<file path="src/rtl/subq_pkg.sv">
package subq_pkg;

  localparam int DESC_W   = 64;
  localparam int CID_W    = 32;
  localparam int FLAG_W   = 32;
  localparam int ADDR_LSB = 12;

  // event flag bit positions
  localparam int EV_START   = 0;
  localparam int EV_PREEMPT = 1;
  localparam int EV_ESWITCH = 2;
  localparam int EV_TOIDLE  = 3;
  localparam int EV_DONE    = 4;
  localparam int EV_LITE    = 15;

  // status bit positions
  localparam int ST_CUR   = 0;
  localparam int ST_WR    = 1;
  localparam int ST_FULL  = 2;
  localparam int ST_V1    = 3;
  localparam int ST_V0    = 4;
  localparam int ST_A1    = 17;
  localparam int ST_A0    = 18;

  typedef struct packed {
    logic [CID_W-1:0] cid;
    logic [31:0]      ctl;
  } desc_t;

  typedef struct packed {
    logic              defer;
    logic [CID_W-1:0]  cid;
    logic [FLAG_W-1:0] flags;
  } evt_t;

  typedef struct packed {
    logic run_vld;
    logic run_idx;
    logic pend_vld;
    logic pend_idx;
    logic act;
    logic ptr_cur;
    logic ptr_wr;
  } trk_t;

  typedef enum logic {OP_IN = 1'b0, OP_OUT = 1'b1} op_e;

  function automatic logic desc_live(desc_t d);
    return d.ctl[0];
  endfunction

  function automatic logic same_ctx(desc_t a, desc_t b);
    return (a.cid == b.cid) && (a.ctl[31:ADDR_LSB] == b.ctl[31:ADDR_LSB]);
  endfunction

endpackage

</file>
<file path="src/rtl/subq_decide.sv">
module subq_decide
  import subq_pkg::*;
(
  input  trk_t               cur,
  input  desc_t [1:0][1:0]   slot_q,
  input  logic               op,
  input  desc_t              nd0,
  output trk_t               nxt,
  output logic               wr_en,
  output logic               wr_idx,
  output logic               err,
  output logic [1:0]         n_evt,
  output evt_t               ev0,
  output evt_t               ev1
);

  desc_t e0, e1, act_d;
  logic  lite_hit;

  always_comb begin
    e0    = slot_q[cur.run_idx][0];
    e1    = slot_q[cur.run_idx][1];
    act_d = cur.act ? e1 : e0;
    lite_hit = (desc_live(e1) && same_ctx(e1, nd0) && cur.act) ||
               (!desc_live(e1) && same_ctx(e0, nd0));
  end

  always_comb begin
    nxt    = cur;
    wr_en  = 1'b0;
    wr_idx = cur.ptr_wr;
    err    = 1'b0;
    n_evt  = 2'd0;
    ev0    = '0;
    ev1    = '0;
    if (op == OP_IN) begin
      if (cur.pend_vld) begin
        err = 1'b1;
      end else begin
        wr_en = 1'b1;
        if (!cur.run_vld) begin
          nxt.run_vld = 1'b1;
          nxt.run_idx = cur.ptr_wr;
          nxt.act     = 1'b0;
          n_evt       = 2'd1;
          ev0.flags[EV_START] = 1'b1;
        end else if (lite_hit) begin
          nxt.run_idx = cur.ptr_wr;
          nxt.act     = 1'b0;
          n_evt       = 2'd1;
          ev0.flags[EV_LITE]    = 1'b1;
          ev0.flags[EV_PREEMPT] = 1'b1;
          ev0.cid     = nd0.cid;
        end else begin
          nxt.pend_vld = 1'b1;
          nxt.pend_idx = cur.ptr_wr;
        end
      end
    end else begin
      if (!cur.run_vld || !same_ctx(nd0, act_d)) begin
        err = 1'b1;
      end else if (!cur.act && desc_live(e1)) begin
        nxt.act = 1'b1;
        n_evt   = 2'd1;
        ev0.flags[EV_DONE]    = 1'b1;
        ev0.flags[EV_ESWITCH] = 1'b1;
        ev0.cid = nd0.cid;
      end else if (cur.act == desc_live(e1)) begin
        ev0.flags[EV_DONE]   = 1'b1;
        ev0.flags[EV_TOIDLE] = 1'b1;
        ev0.cid   = nd0.cid;
        nxt.act   = 1'b0;
        if (cur.pend_vld) begin
          ev0.defer    = 1'b1;
          ev1.flags[EV_START] = 1'b1;
          n_evt        = 2'd2;
          nxt.run_idx  = cur.pend_idx;
          nxt.pend_vld = 1'b0;
        end else begin
          n_evt       = 2'd1;
          nxt.run_vld = 1'b0;
        end
      end else begin
        err = 1'b1;
      end
    end
    if (nxt.run_vld) begin
      nxt.ptr_cur = nxt.run_idx;
      nxt.ptr_wr  = ~nxt.run_idx;
    end
  end

endmodule

</file>
<file path="src/rtl/subq_status.sv">
module subq_status
  import subq_pkg::*;
(
  input  trk_t              st,
  input  logic [CID_W-1:0]  act_cid,
  output logic [63:0]       status
);

  always_comb begin
    status = '0;
    if (st.run_vld) begin
      status[ST_CUR] = st.run_idx;
      status[ST_WR]  = ~st.run_idx;
      status[ST_V1]  = st.run_idx;
      status[ST_A1]  = st.run_idx;
      status[ST_V0]  = ~st.run_idx;
      status[ST_A0]  = ~st.run_idx;
      status[63:32]  = act_cid;
    end else begin
      status[ST_CUR] = st.ptr_cur;
      status[ST_WR]  = st.ptr_wr;
    end
    status[ST_FULL] = st.pend_vld;
  end

endmodule

</file>
<file path="src/rtl/subq_evt_fifo.sv">
module subq_evt_fifo #(
  parameter int W     = 65,
  parameter int DEPTH = 2
) (
  input  logic         clk,
  input  logic         rst_n,
  input  logic [1:0]   push_n,
  input  logic [W-1:0] push0,
  input  logic [W-1:0] push1,
  output logic         room2,
  output logic         out_valid,
  input  logic         out_ready,
  output logic [W-1:0] out_data
);

  localparam int AW = (DEPTH > 1) ? $clog2(DEPTH) : 1;
  localparam int CW = $clog2(DEPTH + 1);

  logic [W-1:0]  mem [DEPTH];
  logic [AW-1:0] rp, wp;
  logic [CW-1:0] cnt;
  logic          pop;

  function automatic logic [AW-1:0] nx(logic [AW-1:0] p);
    return (p == AW'(DEPTH - 1)) ? '0 : p + AW'(1);
  endfunction

  assign pop       = out_valid && out_ready;
  assign out_valid = (cnt != '0);
  assign out_data  = mem[rp];
  assign room2     = (cnt <= CW'(DEPTH - 2));

  always_ff @(posedge clk) begin
    if (push_n != 2'd0) mem[wp] <= push0;
    if (push_n == 2'd2) mem[nx(wp)] <= push1;
  end

  always_ff @(posedge clk) begin
    if (!rst_n) begin
      rp  <= '0;
      wp  <= '0;
      cnt <= '0;
    end else begin
      if (push_n == 2'd2)      wp <= nx(nx(wp));
      else if (push_n == 2'd1) wp <= nx(wp);
      if (pop) rp <= nx(rp);
      cnt <= cnt + CW'(push_n) - CW'(pop);
    end
  end


  fifo_depth_chk: assert property (@(posedge clk) disable iff (!rst_n)
    cnt <= CW'(DEPTH));


  evt_hold_chk: assert property (@(posedge clk) disable iff (!rst_n)
    (out_valid && !out_ready) |=> (out_valid && $stable(out_data)));

endmodule

</file>
<file path="src/rtl/subq_tracker.sv">
module subq_tracker
  import subq_pkg::*;
#(
  parameter int EVT_DEPTH = 2
) (
  input  logic        clk,
  input  logic        rst_n,
  input  logic        req_valid,
  output logic        req_ready,
  input  logic        req_op,
  input  logic [63:0] req_desc0,
  input  logic [63:0] req_desc1,
  output logic        req_err,
  output logic [63:0] trk_status,
  output logic        evt_valid,
  input  logic        evt_ready,
  output logic [63:0] evt_word,
  output logic        evt_defer
);

  localparam int EVT_W = $bits(evt_t);

  trk_t             st_q, st_nxt;
  desc_t [1:0][1:0] slot_q;
  logic             acc, dec_err, wr_en, wr_idx, room2;
  logic [1:0]       dec_n, push_n;
  evt_t             ev0, ev1, ev_out;
  logic [CID_W-1:0] act_cid;

  assign acc       = req_valid && req_ready;
  assign req_ready = room2;
  assign push_n    = acc ? dec_n : 2'd0;
  assign act_cid   = slot_q[st_q.run_idx][st_q.act].cid;

  subq_decide u_dec (
    .cur    (st_q),
    .slot_q (slot_q),
    .op     (req_op),
    .nd0    (desc_t'(req_desc0)),
    .nxt    (st_nxt),
    .wr_en  (wr_en),
    .wr_idx (wr_idx),
    .err    (dec_err),
    .n_evt  (dec_n),
    .ev0    (ev0),
    .ev1    (ev1)
  );

  subq_status u_st (
    .st      (st_q),
    .act_cid (act_cid),
    .status  (trk_status)
  );

  subq_evt_fifo #(.W(EVT_W), .DEPTH(EVT_DEPTH)) u_fifo (
    .clk       (clk),
    .rst_n     (rst_n),
    .push_n    (push_n),
    .push0     (ev0),
    .push1     (ev1),
    .room2     (room2),
    .out_valid (evt_valid),
    .out_ready (evt_ready),
    .out_data  (ev_out)
  );

  assign evt_word  = {ev_out.cid, ev_out.flags};
  assign evt_defer = ev_out.defer;

  always_ff @(posedge clk) begin
    if (!rst_n) begin
      st_q    <= '0;
      slot_q  <= '0;
      req_err <= 1'b0;
    end else begin
      req_err <= acc && dec_err;
      if (acc) st_q <= st_nxt;
      if (acc && wr_en) begin
        slot_q[wr_idx][0] <= desc_t'(req_desc0);
        slot_q[wr_idx][1] <= desc_t'(req_desc1);
      end
    end
  end


  pend_needs_run_chk: assert property (@(posedge clk) disable iff (!rst_n)
    st_q.pend_vld |-> st_q.run_vld);


  pend_slot_chk: assert property (@(posedge clk) disable iff (!rst_n)
    st_q.pend_vld |-> (st_q.pend_idx != st_q.run_idx));


  slot_onehot_chk: assert property (@(posedge clk) disable iff (!rst_n)
    $onehot0({trk_status[ST_V1], trk_status[ST_V0]}));


  reject_hold_chk: assert property (@(posedge clk) disable iff (!rst_n)
    req_err |-> $stable(trk_status));


  start_evt_chk: assert property (@(posedge clk) disable iff (!rst_n)
    $rose(st_q.run_vld) |-> (!st_q.act && evt_valid));

endmodule

</file>
<file path="config.mk">
export PLATFORM = sky130hd
export DESIGN_NAME = subq_tracker
export DESIGN_NICKNAME = d
export VERILOG_FILES = /design/src/rtl/subq_pkg.sv /design/src/rtl/subq_decide.sv /design/src/rtl/subq_status.sv /design/src/rtl/subq_evt_fifo.sv /design/src/rtl/subq_tracker.sv
export SDC_FILE = /design/constraint.sdc
export NUM_CORES = 1
export LEC_CHECK = 0
export ABC_CLOCK_PERIOD_IN_PS = 3950
export CORE_AREA = 2 2 200 163
export CTS_CLUSTER_SIZE = 40
export DETAILED_ROUTE_END_ITERATION = 6
export DIE_AREA = 0 0 202 165
export PLACE_DENSITY = 0.81
export RECOVER_POWER = 50
export SLEW_MARGIN = 20
export SYNTH_ARGS = -nofsm -noshare
export SYNTH_HDL_FRONTEND = slang
export SYNTH_SLANG_ARGS = --single-unit
</file>
<file path="constraint.sdc">
create_clock -name clk -period 3.95 [get_ports clk]
set_input_delay 0.79 -clock clk [delete_from_list [all_inputs] [get_ports clk]]
set_output_delay 0.79 -clock clk [all_outputs]
set_load 0.01 [all_outputs]
</file>
==> impl_metrics.yaml <==
run_status:
  outcome: "finished with violations"
  failed_checks: "setup timing"
timing:
  clock-skew-final_ps: 8.71
  finalSetupTns_ps: -3510
  slew_viol_final: 0
  tightest_slew_ps: 1450
  setup_ws_ps: -117
  setup_viol: 60
  relSlewSlack_pct: 3.26
  hold_viol_final: 0
  period_minus_slack_ps: 4070
  rsz0062_at_grt: "yes"
  max_freq_mhz: 246
  fin_crit_sh_pct: 103
final_layout:
  areaGrowthSynthToFinish_pct: 36.8
  antenna_cells: 0
  design_area_um2: 20300
  drive_gt1_share_pct: 20.4
  multi_input_area_um2: 8530
  num-fill-cells: 2294
  final_util_pct: 65.2
  register_area_um2: 6010
  nets: 2211
clock_network:
  cts_max_level: 1
  clkTransAtPathRegs_ps: 60
  clockBufferDepth: 3
  clkLatencyLatePin_ps: 560
  cts.sinks: 299
  cts_root_buf: "clkbuf_16"
  cts_made_buffers: 31
  cts_tree: "yes"
  hold_buffers: 0
floorplanning:
  rows: 58
  die_h_um: 165
  placeableCoreArea_um2: 31100
  fp.dieW_um: 202
  start_util_pct: 47.6
  io_pins: 265
  die_area_um2: 33300
place:
  dp_hpwl_um: 33300
  routabilityCongestion: 0.947
  placed_cell_area_um2: 18100
  portBuffers: 190
setup_path:
  path_max_fanout: 8
  start_kind: "flip-flop"
  critPathRequiredTime_ps: 4450
  critical_path_class: "flip-flop to flip-flop"
  critPathCaptureType: "flip-flop"
  critPathArrivalTime_ps: 4560
logic_synthesis:
  synthTopCellsByCount: "477 x nand2_1, 297 x dfxtp_1, 223 x a21oi_1"
  synth-compound-area-share_pct: 14.0
  ys_top_cells_by_area: "dfxtp_1 40%, nand2_1 12%, mux2i_1 8.8%"
  netlist_area_um2: 14800
  syn_inst: 1783
  async_reset_ff_share_pct: 0
  ys_types: 57
  seq_area_frac_synth_pct: 40.5
  synth_top_family_by_area: "simple AND/OR/NAND/NOR gates"
  yosys-mux-area-fraction_pct: 12.1
  synth_top_area_share_pct: 40.1
  synth_warnings: 0
  yosys.cell_count.top_type: "nand2_1"
  synth-edff-count: 2
  synth-seq-cells: 299
  synthSimpleGateAreaFrac_pct: 18.1
  synth_ff_type: "dfxtp_1"
  syn_avg_cell_area_um2: 8.31
  synth-xor-area-share_pct: 6.79
  synth_fa_ha_area_share_pct: 0.675
  synth_top_area_cell: "dfxtp_1"
routing:
  avgRoutedWirePerCell_um: 20.5
  first_iter_violations: 1538
  avgViaCountPerCell: 5.77
  ant_nets: 0
  first_pass_iters: 7
  wirelength_um: 51500
  route.detailed.drc: 0
  vias: 14512
global_route:
  grt_pass1_vias: 13759
  busiest_layer: "met2"
  use_met1_pct: 39.3
  grt_use_total_pct: 28.9
  grt-ovfl-total: 0
  grtUsageMet3_pct: 4.50
  grt_pass1_wl_um: 76200
  grt_start_max_net_pins: 106
  antenna_found_initial: 0
  grt.met2_usage_pct: 47.1
power_and_ir_drop:
  static-leakage-power_nw: 7.28
  power.density_nw_per_um2: 461
  vdd_drop_max_mv: 0.329
job:
  max_cap_viol_count: 0
worst_hold_path:
  worst_hold_path_type: "flip-flop to flip-flop"
-- worst max-delay path, cell delays in order, from the launching register on --
cell	delay [ps]
dfxtp_4	400
buf_6	140
buf_16	150
buf_12	130
mux2i_1	230
xnor2_1	160
nor3b_1	290
a311oi_1	100
nor4_1	340
buf_4	180
and3_4	220
nand3_4	100
or3_4	430
ha_4	180
or2_4	260
nor2_4	220
buf_6	150
buf_12	130
a32o_1	170
-- registers in the layout (all words and copies together), names as in the netlist, named ones only --
| name | cells |
|---|---|
| u_fifo.mem | 76 |
| u_fifo.wp | 1 |
| u_fifo.rp | 1 |
| req_err | 1 |
| slot_q | 210 |
| u_fifo.cnt | 2 |
| st_q | 7 |
-- what timing repair did --
action / in CTS / in global routing
setup buffers: 11 / 12
pin swaps: 16 / 72
resized for setup: 41 / 97
cloned: 4 / 4
hold endpoints to repair: 0 / 0
endpoints found under the setup margin: 77 / 77
-- per-stage QoR --
stage	instances	hold WS [ps]	setup slack (ps)	total power, mW
floorplan	1833	428	-29.3	4.92
detailed placement	2428	443	-686	5.96
CTS	2500	452	0.110	9.14
global placement	2428	437	-595	5.89
global route	2514	469	-184	9.67
finish	2514	452	-117	9.36
-- power breakdown --
| part | switching [mW] | total (mW) | leakage, nW | internal, mW |
|---|---|---|---|---|
| Clock | 1.22 | 3.07 | 0.521 | 1.84 |
| Sequential | 0.172 | 3.42 | 2.42 | 3.25 |
| Combinational | 1.62 | 2.87 | 4.34 | 1.25 |
| Total | 3.01 | 9.36 | 7.28 | 6.34 |
-- cell usage in the layout, fill, tap and decap left out, types with 9 or more instances in the layout --
cell type,Yosys,final
mux2i_4,0,14
clkdlybuf4s50_1,0,189
buf_12,0,21
xnor2_1,105,96
nand4_1,12,12
mux2i_1,130,94
xor2_1,10,9
mux2_2,44,43
and3_1,20,19
and2_1,19,16
mux2i_2,0,22
inv_1,14,12
dfxtp_1,297,295
nor4_1,24,15
clkbuf_1,133,11
clkbuf_16,0,36
a32o_1,64,61
conb_1,1,51
nand2_1,477,477
a21oi_1,223,219
nor2_1,27,23
buf_4,58,190
-- path summary, 6_finish.rpt --
path                     startpoint                end  slack, ps  cells after the start
hold reg to reg   u_fifo.mem[1][38]  u_fifo.mem[1][38]        450                      2
setup reg to reg            st_q[5]  u_fifo.mem[0][22]       -120                     18
hold / removal    u_fifo.mem[1][38]  u_fifo.mem[1][38]        450                      2
setup / recovery            st_q[5]  u_fifo.mem[0][22]       -120                     18
-- cell families after synthesis --
logic type | count (synthesis)
other | 1
adder cells (fa/ha/maj) | 8
AND/OR/NAND/NOR | 628
buffers and inverters | 232
AO/OA/AOI/OAI | 326
multiplexers | 174
flip-flops | 299
XOR/XNOR | 115
-- layout make-up --
| cell class | instances | area share (%) |
|---|---|---|
| well taps | 420 | 2.59 |
| clock inverters | 9 | 0.753 |
| repair buffers | 420 | 20.1 |
| multi-input cells | 1302 | 42.1 |
| inverters | 16 | 0.321 |
| flip-flops and latches | 299 | 29.6 |
| clock buffers | 48 | 4.49 |
-- metal layers --
metal | part of all wire, % | vias up
met3 | 9.2 | 133
met1 | 40 | 7029
met4 | 3.6 | 0
met5 | 0 | -
li1 | - | 6537
met2 | 47 | 813
Power figures use the tool's default switching activity.
